==> src/rtl/tmr_pkg.sv <==
package tmr_pkg;

    typedef enum logic [2:0] {
        GRP_CLK,
        GRP_CNT,
        GRP_VAL,
        GRP_IVL,
        GRP_STS,
        GRP_IEN
    } grp_e;

    localparam int CFG_PSC_EN  = 0;
    localparam int CFG_SRC_SEL = 5;
    localparam int CTL_STOP    = 0;
    localparam int CTL_IVL     = 1;
    localparam int CTL_RESTART = 4;
    localparam int EV_IVL      = 0;
    localparam int EV_OVF      = 4;
    localparam int CH_STRIDE   = 4;
    localparam logic [5:0] IRQ_MASK = 6'b010001;

    function automatic logic [7:0] grp_off(grp_e g);
        case (g)
            GRP_CLK: return 8'h00;
            GRP_CNT: return 8'h0C;
            GRP_VAL: return 8'h18;
            GRP_IVL: return 8'h24;
            GRP_STS: return 8'h54;
            GRP_IEN: return 8'h60;
            default: return 8'hFF;
        endcase
    endfunction

endpackage

==> src/rtl/tmr_prescaler.sv <==
module tmr_prescaler #(
    parameter int PSC_W = 4
) (
    input  logic             clk,
    input  logic             rst_n,
    input  logic             tick,
    input  logic             run,
    input  logic             restart,
    input  logic             psc_en,
    input  logic [PSC_W-1:0] psc_n,
    output logic             step
);
    localparam int DIV_W = 1 << PSC_W;

    typedef struct packed {
        logic [DIV_W-1:0] div;
    } psc_state_t;

    psc_state_t st_d, st_q;
    logic [PSC_W:0] shift_amt;
    logic [DIV_W:0] limit;

    always_comb begin
        st_d      = st_q;
        step      = 1'b0;
        shift_amt = {1'b0, psc_n} + (PSC_W+1)'(1);
        limit     = ((DIV_W+1)'(1) << shift_amt) - (DIV_W+1)'(1);
        if (restart) begin
            st_d.div = '0;
        end else if (run && tick) begin
            if (!psc_en) begin
                st_d.div = '0;
                step     = 1'b1;
            end else if ({1'b0, st_q.div} >= limit) begin
                st_d.div = '0;
                step     = 1'b1;
            end else begin
                st_d.div = st_q.div + DIV_W'(1);
            end
        end
    end

    always_ff @(posedge clk or negedge rst_n) begin
        if (!rst_n) st_q <= '0;
        else        st_q <= st_d;
    end
endmodule

==> src/rtl/tmr_channel.sv <==
module tmr_channel
    import tmr_pkg::*;
#(
    parameter int CNT_W = 16,
    parameter int PSC_W = 4
) (
    input  logic             clk,
    input  logic             rst_n,
    input  logic             tick_a,
    input  logic             tick_b,
    input  logic             wr_cfg,
    input  logic             wr_ctl,
    input  logic             wr_ivl,
    input  logic             wr_ien,
    input  logic             rd_sts,
    input  logic [31:0]      wdata,
    output logic [5:0]       cfg,
    output logic             stop,
    output logic             ivl_mode,
    output logic [CNT_W-1:0] count,
    output logic [CNT_W-1:0] interval,
    output logic [5:0]       status,
    output logic [5:0]       ien,
    output logic             irq
);
    localparam logic [CNT_W-1:0] CNT_MAX = '1;

    typedef struct packed {
        logic [5:0]       cfg;
        logic             stop;
        logic             ivl_mode;
        logic [CNT_W-1:0] cnt;
        logic [CNT_W-1:0] ivl;
        logic [5:0]       sts;
        logic [5:0]       ien;
    } ch_state_t;

    ch_state_t st_d, st_q;
    logic sel_tick, restart, step, ev_ivl, ev_ovf;

    assign sel_tick = st_q.cfg[CFG_SRC_SEL] ? tick_b : tick_a;
    assign restart  = wr_ctl & wdata[CTL_RESTART];

    tmr_prescaler #(.PSC_W(PSC_W)) u_psc (
        .clk     (clk),
        .rst_n   (rst_n),
        .tick    (sel_tick),
        .run     (~st_q.stop),
        .restart (restart),
        .psc_en  (st_q.cfg[CFG_PSC_EN]),
        .psc_n   (st_q.cfg[PSC_W:1]),
        .step    (step)
    );

    always_comb begin
        st_d   = st_q;
        ev_ivl = 1'b0;
        ev_ovf = 1'b0;
        if (restart) begin
            st_d.cnt = '0;
        end else if (step) begin
            if (st_q.ivl_mode && (st_q.cnt == st_q.ivl)) begin
                st_d.cnt = '0;
                ev_ivl   = 1'b1;
            end else if (st_q.cnt == CNT_MAX) begin
                st_d.cnt = '0;
                ev_ovf   = 1'b1;
            end else begin
                st_d.cnt = st_q.cnt + CNT_W'(1);
            end
        end
        if (rd_sts) st_d.sts = '0;
        if (ev_ivl) st_d.sts[EV_IVL] = 1'b1;
        if (ev_ovf) st_d.sts[EV_OVF] = 1'b1;
        if (wr_cfg) st_d.cfg = wdata[5:0];
        if (wr_ctl) begin
            st_d.stop     = wdata[CTL_STOP];
            st_d.ivl_mode = wdata[CTL_IVL];
        end
        if (wr_ivl) st_d.ivl = wdata[CNT_W-1:0];
        if (wr_ien) st_d.ien = wdata[5:0];
    end

    always_ff @(posedge clk or negedge rst_n) begin
        if (!rst_n) begin
            st_q      <= '0;
            st_q.stop <= 1'b1;
        end else begin
            st_q <= st_d;
        end
    end

    assign cfg      = st_q.cfg;
    assign stop     = st_q.stop;
    assign ivl_mode = st_q.ivl_mode;
    assign count    = st_q.cnt;
    assign interval = st_q.ivl;
    assign status   = st_q.sts;
    assign ien      = st_q.ien;
    assign irq      = |(st_q.sts & st_q.ien & IRQ_MASK);
endmodule

==> src/rtl/triple_interval_timer.sv <==
module triple_interval_timer
    import tmr_pkg::*;
#(
    parameter int CNT_W  = 16,
    parameter int PSC_W  = 4,
    parameter int ADDR_W = 8
) (
    input  logic              clk,
    input  logic              rst_n,
    input  logic              tick_a_i,
    input  logic              tick_b_i,
    input  logic              reg_wr_i,
    input  logic              reg_rd_i,
    input  logic [ADDR_W-1:0] reg_addr_i,
    input  logic [31:0]       reg_wdata_i,
    output logic [31:0]       reg_rdata_o,
    output logic [2:0]        irq_o
);
    localparam int NCH = 3;

    typedef struct packed {
        logic [31:0] rdata;
    } port_state_t;

    port_state_t st_d, st_q;

    logic [NCH-1:0]            hit_cfg, hit_ctl, hit_val, hit_ivl, hit_sts, hit_ien;
    logic [NCH-1:0][5:0]       cfg_w, sts_w, ien_w;
    logic [NCH-1:0]            stop_w, mode_w;
    logic [NCH-1:0][CNT_W-1:0] cnt_w, ivl_w;

    function automatic logic at(logic [ADDR_W-1:0] a, grp_e g, int c);
        return a == (ADDR_W'(grp_off(g)) + ADDR_W'(CH_STRIDE * c));
    endfunction

    always_comb begin
        for (int c = 0; c < NCH; c++) begin
            hit_cfg[c] = at(reg_addr_i, GRP_CLK, c);
            hit_ctl[c] = at(reg_addr_i, GRP_CNT, c);
            hit_val[c] = at(reg_addr_i, GRP_VAL, c);
            hit_ivl[c] = at(reg_addr_i, GRP_IVL, c);
            hit_sts[c] = at(reg_addr_i, GRP_STS, c);
            hit_ien[c] = at(reg_addr_i, GRP_IEN, c);
        end
    end

    for (genvar c = 0; c < NCH; c++) begin : g_ch
        tmr_channel #(.CNT_W(CNT_W), .PSC_W(PSC_W)) u_ch (
            .clk      (clk),
            .rst_n    (rst_n),
            .tick_a   (tick_a_i),
            .tick_b   (tick_b_i),
            .wr_cfg   (reg_wr_i & hit_cfg[c]),
            .wr_ctl   (reg_wr_i & hit_ctl[c]),
            .wr_ivl   (reg_wr_i & hit_ivl[c]),
            .wr_ien   (reg_wr_i & hit_ien[c]),
            .rd_sts   (reg_rd_i & hit_sts[c]),
            .wdata    (reg_wdata_i),
            .cfg      (cfg_w[c]),
            .stop     (stop_w[c]),
            .ivl_mode (mode_w[c]),
            .count    (cnt_w[c]),
            .interval (ivl_w[c]),
            .status   (sts_w[c]),
            .ien      (ien_w[c]),
            .irq      (irq_o[c])
        );
    end

    always_comb begin
        st_d = st_q;
        if (reg_rd_i) begin
            st_d.rdata = '0;
            for (int c = 0; c < NCH; c++) begin
                if (hit_cfg[c]) st_d.rdata = 32'(cfg_w[c]);
                if (hit_ctl[c]) st_d.rdata = 32'({mode_w[c], stop_w[c]});
                if (hit_val[c]) st_d.rdata = 32'(cnt_w[c]);
                if (hit_ivl[c]) st_d.rdata = 32'(ivl_w[c]);
                if (hit_sts[c]) st_d.rdata = 32'(sts_w[c] & IRQ_MASK);
                if (hit_ien[c]) st_d.rdata = 32'(ien_w[c]);
            end
        end
    end

    always_ff @(posedge clk or negedge rst_n) begin
        if (!rst_n) st_q <= '0;
        else        st_q <= st_d;
    end

    assign reg_rdata_o = st_q.rdata;
endmodule

==> config.mk <==
export PLATFORM = sky130hd
export DESIGN_NAME = triple_interval_timer
export DESIGN_NICKNAME = d
export VERILOG_FILES = /design/src/rtl/tmr_pkg.sv /design/src/rtl/tmr_prescaler.sv /design/src/rtl/tmr_channel.sv /design/src/rtl/triple_interval_timer.sv
export SDC_FILE = /design/constraint.sdc
export NUM_CORES = 1
export LEC_CHECK = 0
export BUFFER_PORTS_ARGS = -buffer_cell sky130_fd_sc_hd__buf_4
export CORE_MARGIN = 8
export CORE_UTILIZATION = 32
export CTS_BUF_LIST = sky130_fd_sc_hd__clkbuf_4
export DETAILED_ROUTE_END_ITERATION = 10
export MAX_ROUTING_LAYER = met4
export PLACE_DENSITY = 0.5
export SLEW_MARGIN = 15
export SYNTH_ARGS = -nofsm -noshare
export SYNTH_HDL_FRONTEND = slang
export SYNTH_SLANG_ARGS = --single-unit
==> constraint.sdc <==
create_clock -name clk -period 3.8 [get_ports clk]
set_clock_uncertainty 0.05 [all_clocks]
set_input_delay 0.76 -clock clk [delete_from_list [all_inputs] [get_ports clk]]
set_output_delay 0.76 -clock clk [all_outputs]
set_load 0.02 [all_outputs]
==> summary.md, run 1 <==
| Metric | Value |
|---|---|
| Status | `finished, final reports clean` |
| HP Class | `in -> reg` |
| Synth cell types | `between 80 and 90` |
| CTS sink cnt | `between 200 and 250` |
| Maximum VDD drop | `0.1600 mV` |
| Post-DP HPWL | `around 30000 um` |
| Sequential share of power | `0.445` |
| Power Dens Cells | `between 300 and 400 nW/um2` |
| Chip width | `roughly 220 um` |
| Synth Area per Inst | `just over 9 um2` |
| Final WL | `around 42000 um` |
| WHS | `roughly 0.15 ns` |
| Vias in the first global route | `11407` |
| Critical path depth | `15` |
| Max-cap violation count | `0` |
| Critical path buffer and inverter count | `3` |
| RSZ-0062 raised after global routing | `no` |
| Rows | `75` |
| Antenna viol nets, final | `0` |
| Dpl cell area | `14580 um2` |
| Switching share of power | `0.3161` |
| Worst r2r src | `g_ch[1].u_ch.cfg[3]$_DFFE_PN0P_` |
| Clock slew seen by the registers of the worst setup and hold paths | `~0.07 ns` |
| Crit path max-delay family | `compound AO/OA/AOI/OAI gates` |
| Crit path launch type | `register` |
| H-tree levels | `2` |
| Top cells by count, synth | `dfrtp_1, nand2_1, mux2_2` |
| Initial antenna violation count | `1` |
| Clk buf depth | `3` |
| Reg2reg setup slack | `about 0.17 ns` |
| Worst path required time | `4.39 ns` |
| Ys Warns | `0` |
| WL/cell | `approximately 20 um` |
| First-pass GRT wire length | `between 60000 and 70000 um` |
| Final setup violation count | `0` |
| R2r worst-path depth | `15` |
| IO Port Bufs | `between 40 and 50` |
| Area Growth Syn to Fin | `15.54%` |
| Power share of the combinational group | `0.169` |
| Layout cells sized above 1 | `0.2283` |
| Critical path arrival | `4.22 ns` |
| Initial core utilization | `0.3227` |
| Area of the mapped netlist | `13440 um2` |
| Synth top area share | `0.3816` |
| Switching power | `roughly 1.9 mW` |
| CP Class | `reg -> reg` |
| Crit path to | `g_ch[1].u_ch.count[2]$_DFFE_PN0P_` |
| DIE AREA | `approximately 49000 um2` |
| Via count | `11738` |
| CP endpoint kind | `register` |
| CTS buffer count | `61` |
| Worst reg2reg endpoint | `g_ch[1].u_ch.count[2]$_DFFE_PN0P_` |
| Top-count cell post-synth | `dfrtp_1` |
| Ys async rst share | `1.000` |
| GRT overflow | `0` |
| Leakage | `between 6 and 7 nW` |
| Hold Fails Final Rpt | `0` |
| Remaining DRCs | `0` |
| Top FF cell, synth | `dfrtp_1` |
| CTS tree | `built` |
| Nets | `~1600` |
| Total track usage | `0.1739` |
| Worst relative slew slack | `0.2687` |
| Register area share after synthesis | `0.3874` |
| Setup WS pre-CTS | `~0.049 ns` |
| Worst skew pair latency | `between 0.8 and 0.9 ns` |
| Worst Tran Pin Value | `around 1.1 ns` |
| Internal Power | `between 4 and 5 mW` |
| Tmin final | `~3.6 ns` |
| Gpl congestion | `between 0.8 and 0.9` |
| Final worst slack | `0.1733 ns` |
| Area leader, netlist | `dfrtp_1` |
| Worst-path cell chain | `nor2_1 > nand2_1 > ha_1 > or3_1 > a21oi_1 > a41oi_1 > ha_1 > nand4_1 > o41ai_2 > buf_4 > o21ai_2 > buf_4 > o21a_1 > buf_12 > a211o_1` |
| Crit-path max FO | `14` |
| Crit path launch | `g_ch[1].u_ch.cfg[3]$_DFFE_PN0P_` |
| Layout Utilization | `0.3728` |
| Register bit count reported by yosys | `208` |
| CP max-delay cell | `o41ai_2` |
| Via density per instance | `5.511` |
| Clock power share | `0.386` |
| Achievable clock frequency | `approximately 280 MHz` |
| Root Driver | `clkbuf_4` |
| Setup tns final | `0 ns` |
| Die Y | `between 200 and 250 um` |
| Synth area leaders | `dfrtp_1, mux2_2, ha_1` |
| First DRT Iteration DRCs | `about 890` |
| TritonRoute pass-1 iters | `5` |
| Largest net degree at the start of global routing | `between 100 and 150` |
| Slowest stage delay, CP | `roughly 0.4 ns` |
| Area of the core | `41670 um2` |
| Post-synth EDFFs | `0` |
| Final Max Tran Viols | `0` |
| Period utilisation layout | `0.9544` |
| Design area | `between 15000 and 20000 um2` |
| Syn Inst Count | `approximately 1500` |
| Ports | `81` |
==> cells by family (layout without fill, tap and decap cells) <==
| group | count (synthesis) | after routing | synth area share |
|---|---|---|---|
| flip-flops | 208 | 208 | 0.3874 |
| AND/OR/NAND/NOR | 529 | 529 | 0.2013 |
| XOR/XNOR | 64 | 64 | 0.04169 |
| adder cells (fa/ha/maj) | 57 | 57 | 0.05305 |
| AO/OA/AOI/OAI | 337 | 337 | 0.1801 |
| buffers and inverters | 157 | 270 | 0.05054 |
| other | 2 | 23 | 0.0005586 |
| multiplexers | 103 | 103 | 0.08534 |
==> power by group through the flow <==
stage	Sequential, mW	Combinational (mW)	Clock [mW]
after floorplan	2.51	0.702	0
after global placement	2.64	0.953	0
after detailed placement	2.65	0.963	0
after CTS	2.60	0.971	2.35
after global routing	2.63	1.11	2.47
final	2.61	0.990	2.26
==> worst min-delay path by stage <==
stage / from / end / slack [ns] / cells past startpoint
detailed placement: g_ch[2].u_ch.ien[1]$_DFFE_PN0P_ / g_ch[2].u_ch.ien[1]$_DFFE_PN0P_ / 0.44 / 1
floorplan: rst_n / g_ch[0].u_ch.cfg[0]$_DFFE_PN0P_ / 0.41 / 0
CTS: reg_wdata_i[8] / g_ch[0].u_ch.interval[8]$_DFFE_PN0P_ / 0.06 / 2
global route: reg_wdata_i[11] / g_ch[1].u_ch.interval[11]$_DFFE_PN0P_ / 0.1 / 2
finish: reg_wdata_i[11] / g_ch[1].u_ch.interval[11]$_DFFE_PN0P_ / 0.15 / 2
global placement: g_ch[2].u_ch.ien[3]$_DFFE_PN0P_ / g_ch[2].u_ch.ien[3]$_DFFE_PN0P_ / 0.44 / 1
==> final cells by class <==
class,instances,area [um2]
diodes,1,2.502
repair buffers,116,938.4
clock buffers,98,735.7
clock inverters,11,76.32
flip-flops and latches,208,5209
fillers,4256,26130
multi-input cells,1112,7729
well taps,539,674.4
inverters,45,168.9
==> flip-flops by register name, summed over array words and instances, names as in the netlist <==
name                  cells
g_ch.u_ch.u_psc.st_q     48
g_ch.u_ch.ien            18
g_ch.u_ch.status          6
g_ch.u_ch.cfg            18
g_ch.u_ch.stop            3
reg_rdata_o              16
g_ch.u_ch.count          48
g_ch.u_ch.ivl_mode        3
g_ch.u_ch.interval       48
==> repair_timing <==
item	4_1_cts	5_1_grt
buffers inserted	0	5
endpoints found under the setup margin	0	74
hold buffers	1	0
hold endpoints to repair	43	0
resized for setup	0	21
==> routing by layer <==
metal | GRT usage | up-vias | share of wire | wire length (um)
met1 | 0.2285 | 5780 | 0.47 | 19700
met5 | - | - | 0 | 0
met4 | 0.05144 | 0 | 0.023 | 971
met2 | 0.2648 | 266 | 0.45 | 19150
li1 | - | 5624 | - | -
met3 | 0.04047 | 68 | 0.054 | 2287
==> metrics by stage <==
stage | power (mW) | std cells
final | 5.859 | 2130
after detailed placement | 3.609 | 2014
after CTS | 5.929 | 2124
after global routing | 6.206 | 2130
after floorplan | 3.210 | 1477
after global placement | 3.595 | 2014
==> cells in the final DEF (no fill, tap or decap), types with 22 or more instances in the layout <==
cell type	n
dfrtp_1	205
nand2_1	152
buf_4	108
clkbuf_4	98
mux2_2	93
nor2_1	84
nand3_1	74
ha_1	55
o21ai_0	51
xnor2_1	47
inv_1	45
a22oi_1	36
nor3_1	34
a21oi_1	33
nand4_1	30
and3_1	26
conb_1	22
Power figures use the tool's default switching activity.
==> run 2: changes to the inputs <==
- CORE_UTILIZATION: 32 -> 25
- CTS_BUF_LIST: sky130_fd_sc_hd__clkbuf_4 -> unset
- PLACE_DENSITY: 0.5 -> 0.42
- SKIP_CTS_REPAIR_TIMING: unset -> 1
==> run 2 against run 1 <==
- sequential share of layout area decreased by 0.95 points
- worst hold slack better by 0.019 ns
- setup slack better by 0.00059 ns
- maximum frequency hardly changed
- largest power group is now clock
==> summary.md, run 2 (synthesis gave the netlist of run 1 again) <==
| Metric | Value |
|---|---|
| Status | `finished, final reports clean` |
| Final total power | `6.344 mW (+8.3%)` |
| Leakage | `6.929 nW (+0.48%)` |
| CTS sink cnt | `208 (unchanged)` |
| HP Class | `in -> async` |
| WHS | `0.1659 ns (+0.01935 ns)` |
| Period utilisation layout | `0.9542 (about the same)` |
| Worst skew pair latency | `0.56 ns (-0.28 ns)` |
| Post-DP HPWL | `32870 um (+9.0%)` |
| Reg2reg setup slack | `0.17 ns (about the same)` |
| Worst Tran Pin Value | `1.142 ns (+0.04860 ns)` |
| First DRT Iteration DRCs | `1002 (+12%)` |
| Most common cell after layout, fill and taps aside | `dfrtp_1` |
| Chip width | `247.9 um (+12%)` |
| Worst relative slew slack | `0.2361 (-0.03252)` |
| Total track usage | `0.1489 (-0.02505)` |
| Crit path launch type | `register` |
| WL/cell | `20.10 um (+1.7%)` |
| CP Class | `reg -> reg` |
| RSZ-0062 raised after global routing | `no` |
| TritonRoute pass-1 iters | `5 (unchanged)` |
| Max-cap violation count | `0 (unchanged)` |
| Tmin final | `3.626 ns (-0.0005930 ns)` |
| R2r worst-path depth | `17 (+2)` |
| CTS buffer count | `27 (-56%)` |
| Critical path arrival | `4.01 ns (-0.21 ns)` |
| Reg area | `5209 um2 (unchanged)` |
| CTS tree | `built` |
| Via density per instance | `5.184 (-5.9%)` |
| Ports | `81 (unchanged)` |
| Largest net degree at the start of global routing | `93 (-14%)` |
| Final Max Tran Viols | `0 (unchanged)` |
| Worst reg2reg endpoint | `g_ch[2].u_ch.status[4]$_DFFE_PN0P_` |
| Worst r2r src | `g_ch[2].u_ch.cfg[2]$_DFFE_PN0P_` |
| Clk buf depth | `3 (unchanged)` |
| Achievable clock frequency | `275.8 MHz (about the same)` |
| H-tree levels | `1 (-1)` |
| Die Y | `247.9 um (+12%)` |
| Worst path required time | `4.18 ns (-0.21 ns)` |
| Gpl congestion | `0.8338 (-2.6%)` |
| Power Dens Cells | `396.9 nW/um2 (+5.2%)` |
| First-pass GRT wire length | `69770 um (+4.6%)` |
| Layout cells sized above 1 | `0.2139 (-0.01443)` |
| Antenna viol nets, final | `0 (unchanged)` |
| Clock slew seen by the registers of the worst setup and hold paths | `0.06 ns (about the same)` |
| Area Growth Syn to Fin | `18.91%` |
| Remaining DRCs | `0 (unchanged)` |
| Initial core utilization | `0.2513 (-0.07136)` |
| IO Port Bufs | `48 (unchanged)` |
| CP endpoint kind | `register` |
| DIE AREA | `61450 um2 (+26%)` |
| Fillers | `5622 (+32%)` |
| Area taken by multi-input logic gates | `7776 um2 (+0.62%)` |
| Root Driver | `clkbuf_16` |
| Nets | `1625 (-1.3%)` |
| Crit-path max FO | `7 (-7)` |
| Vias in the first global route | `11175 (-2.0%)` |
| Most frequent cells in the layout | `dfrtp_1, nand2_1, buf_4, mux2_2, nor2_1` |
| Maximum VDD drop | `0.2949 mV (+84%)` |
| Via count | `11612 (-1.1%)` |
| Final setup violation count | `0 (unchanged)` |
| Rows | `85 (+13%)` |
| Initial antenna violation count | `0 (-1)` |
| Final WL | `45030 um (+6.9%)` |
| Setup tns final | `0 ns (unchanged)` |
| Hold Fails Final Rpt | `0 (unchanged)` |
| GRT overflow | `0 (unchanged)` |
| Area of the core | `53500 um2 (+28%)` |
| Layout Utilization | `0.2988 (-0.07398)` |
[run 2: cell types whose count changed in the layout (fill, tap and decap cells not counted), moves of 3 or more]
cell	before	now
buf_4	108	121
bufinv_16	1	4
clkbuf_16	0	27
clkbuf_4	98	0
clkbuf_8	0	3
clkinv_1	8	0
clkinv_2	1	6
clkinvlp_4	0	4
o21ai_0	51	47
o21ai_1	12	15
[run 2: where the power goes]
group | total (mW) | switching (mW) | internal [mW]
Sequential | 2.61 | 0.257 | 2.36
Clock | 2.73 | 1.09 | 1.64
Combinational | 1.00 | 0.565 | 0.438
[run 2: cell type report]
class | count | area share
Clock inverter | 18 | 0.01346
Inverter | 45 | 0.01057
Clock buffer | 32 | 0.04532
Tap cell | 696 | 0.05447
Multi-Input combinational cell | 1112 | 0.4864
Timing Repair Buffer | 128 | 0.06379
Sequential cell | 208 | 0.3258
Antenna cell | 1 | 0.0001565
[run 2: worst max-delay path by stage]
stage | endpoint | cells past startpoint | slack, ns | from
final | g_ch[2].u_ch.status[4]$_DFFE_PN0P_ | 17 | 0.17 | g_ch[2].u_ch.cfg[2]$_DFFE_PN0P_
after CTS | g_ch[1].u_ch.count[0]$_DFFE_PN0P_ | 15 | -0.14 | g_ch[1].u_ch.cfg[3]$_DFFE_PN0P_
after detailed placement | g_ch[1].u_ch.count[9]$_DFFE_PN0P_ | 15 | -0.11 | g_ch[1].u_ch.cfg[3]$_DFFE_PN0P_
after global routing | g_ch[0].u_ch.u_psc.st_q[14]$_DFFE_PN0P_ | 14 | 0.001 | g_ch[0].u_ch.cfg[2]$_DFFE_PN0P_
after global placement | g_ch[1].u_ch.count[9]$_DFFE_PN0P_ | 15 | -0.12 | g_ch[1].u_ch.cfg[3]$_DFFE_PN0P_
after floorplan | g_ch[2].u_ch.count[14]$_DFFE_PN0P_ | 17 | 0.004 | g_ch[2].u_ch.cfg[2]$_DFFE_PN0P_
[run 2: layer usage]
| layer | vias up | wire length (um) | GRT usage |
|---|---|---|---|
| met5 | - | 0 | - |
| met4 | 0 | 667 | 0.03204 |
| met1 | 5753 | 21580 | 0.2105 |
| li1 | 5539 | - | - |
| met3 | 43 | 2314 | 0.01797 |
| met2 | 277 | 20460 | 0.2261 |
[run 2: worst max-delay path, cell delays in order, from the launching register on]
cell,delay [ns]
dfrtp_1,0.37
or2_1,0.24
or3_4,0.34
ha_4,0.19
nand2b_1,0.08
o21ai_1,0.06
o31ai_1,0.27
ha_1,0.29
a21o_1,0.16
a221o_1,0.35
a211oi_2,0.20
a211o_1,0.17
buf_4,0.12
a211oi_2,0.05
buf_4,0.20
buf_4,0.14
inv_1,0.12
o21ai_1,0.09
[run 2: per-stage QoR]
step,worst slack [ns],instances,cell area (um2)
after floorplan,0.003739,1477,13530
after detailed placement,-0.1149,2186,14890
after global routing,0.001472,2239,15980
after global placement,-0.1247,2186,14890
final,0.1739,2240,15990
after CTS,-0.1426,2236,15830
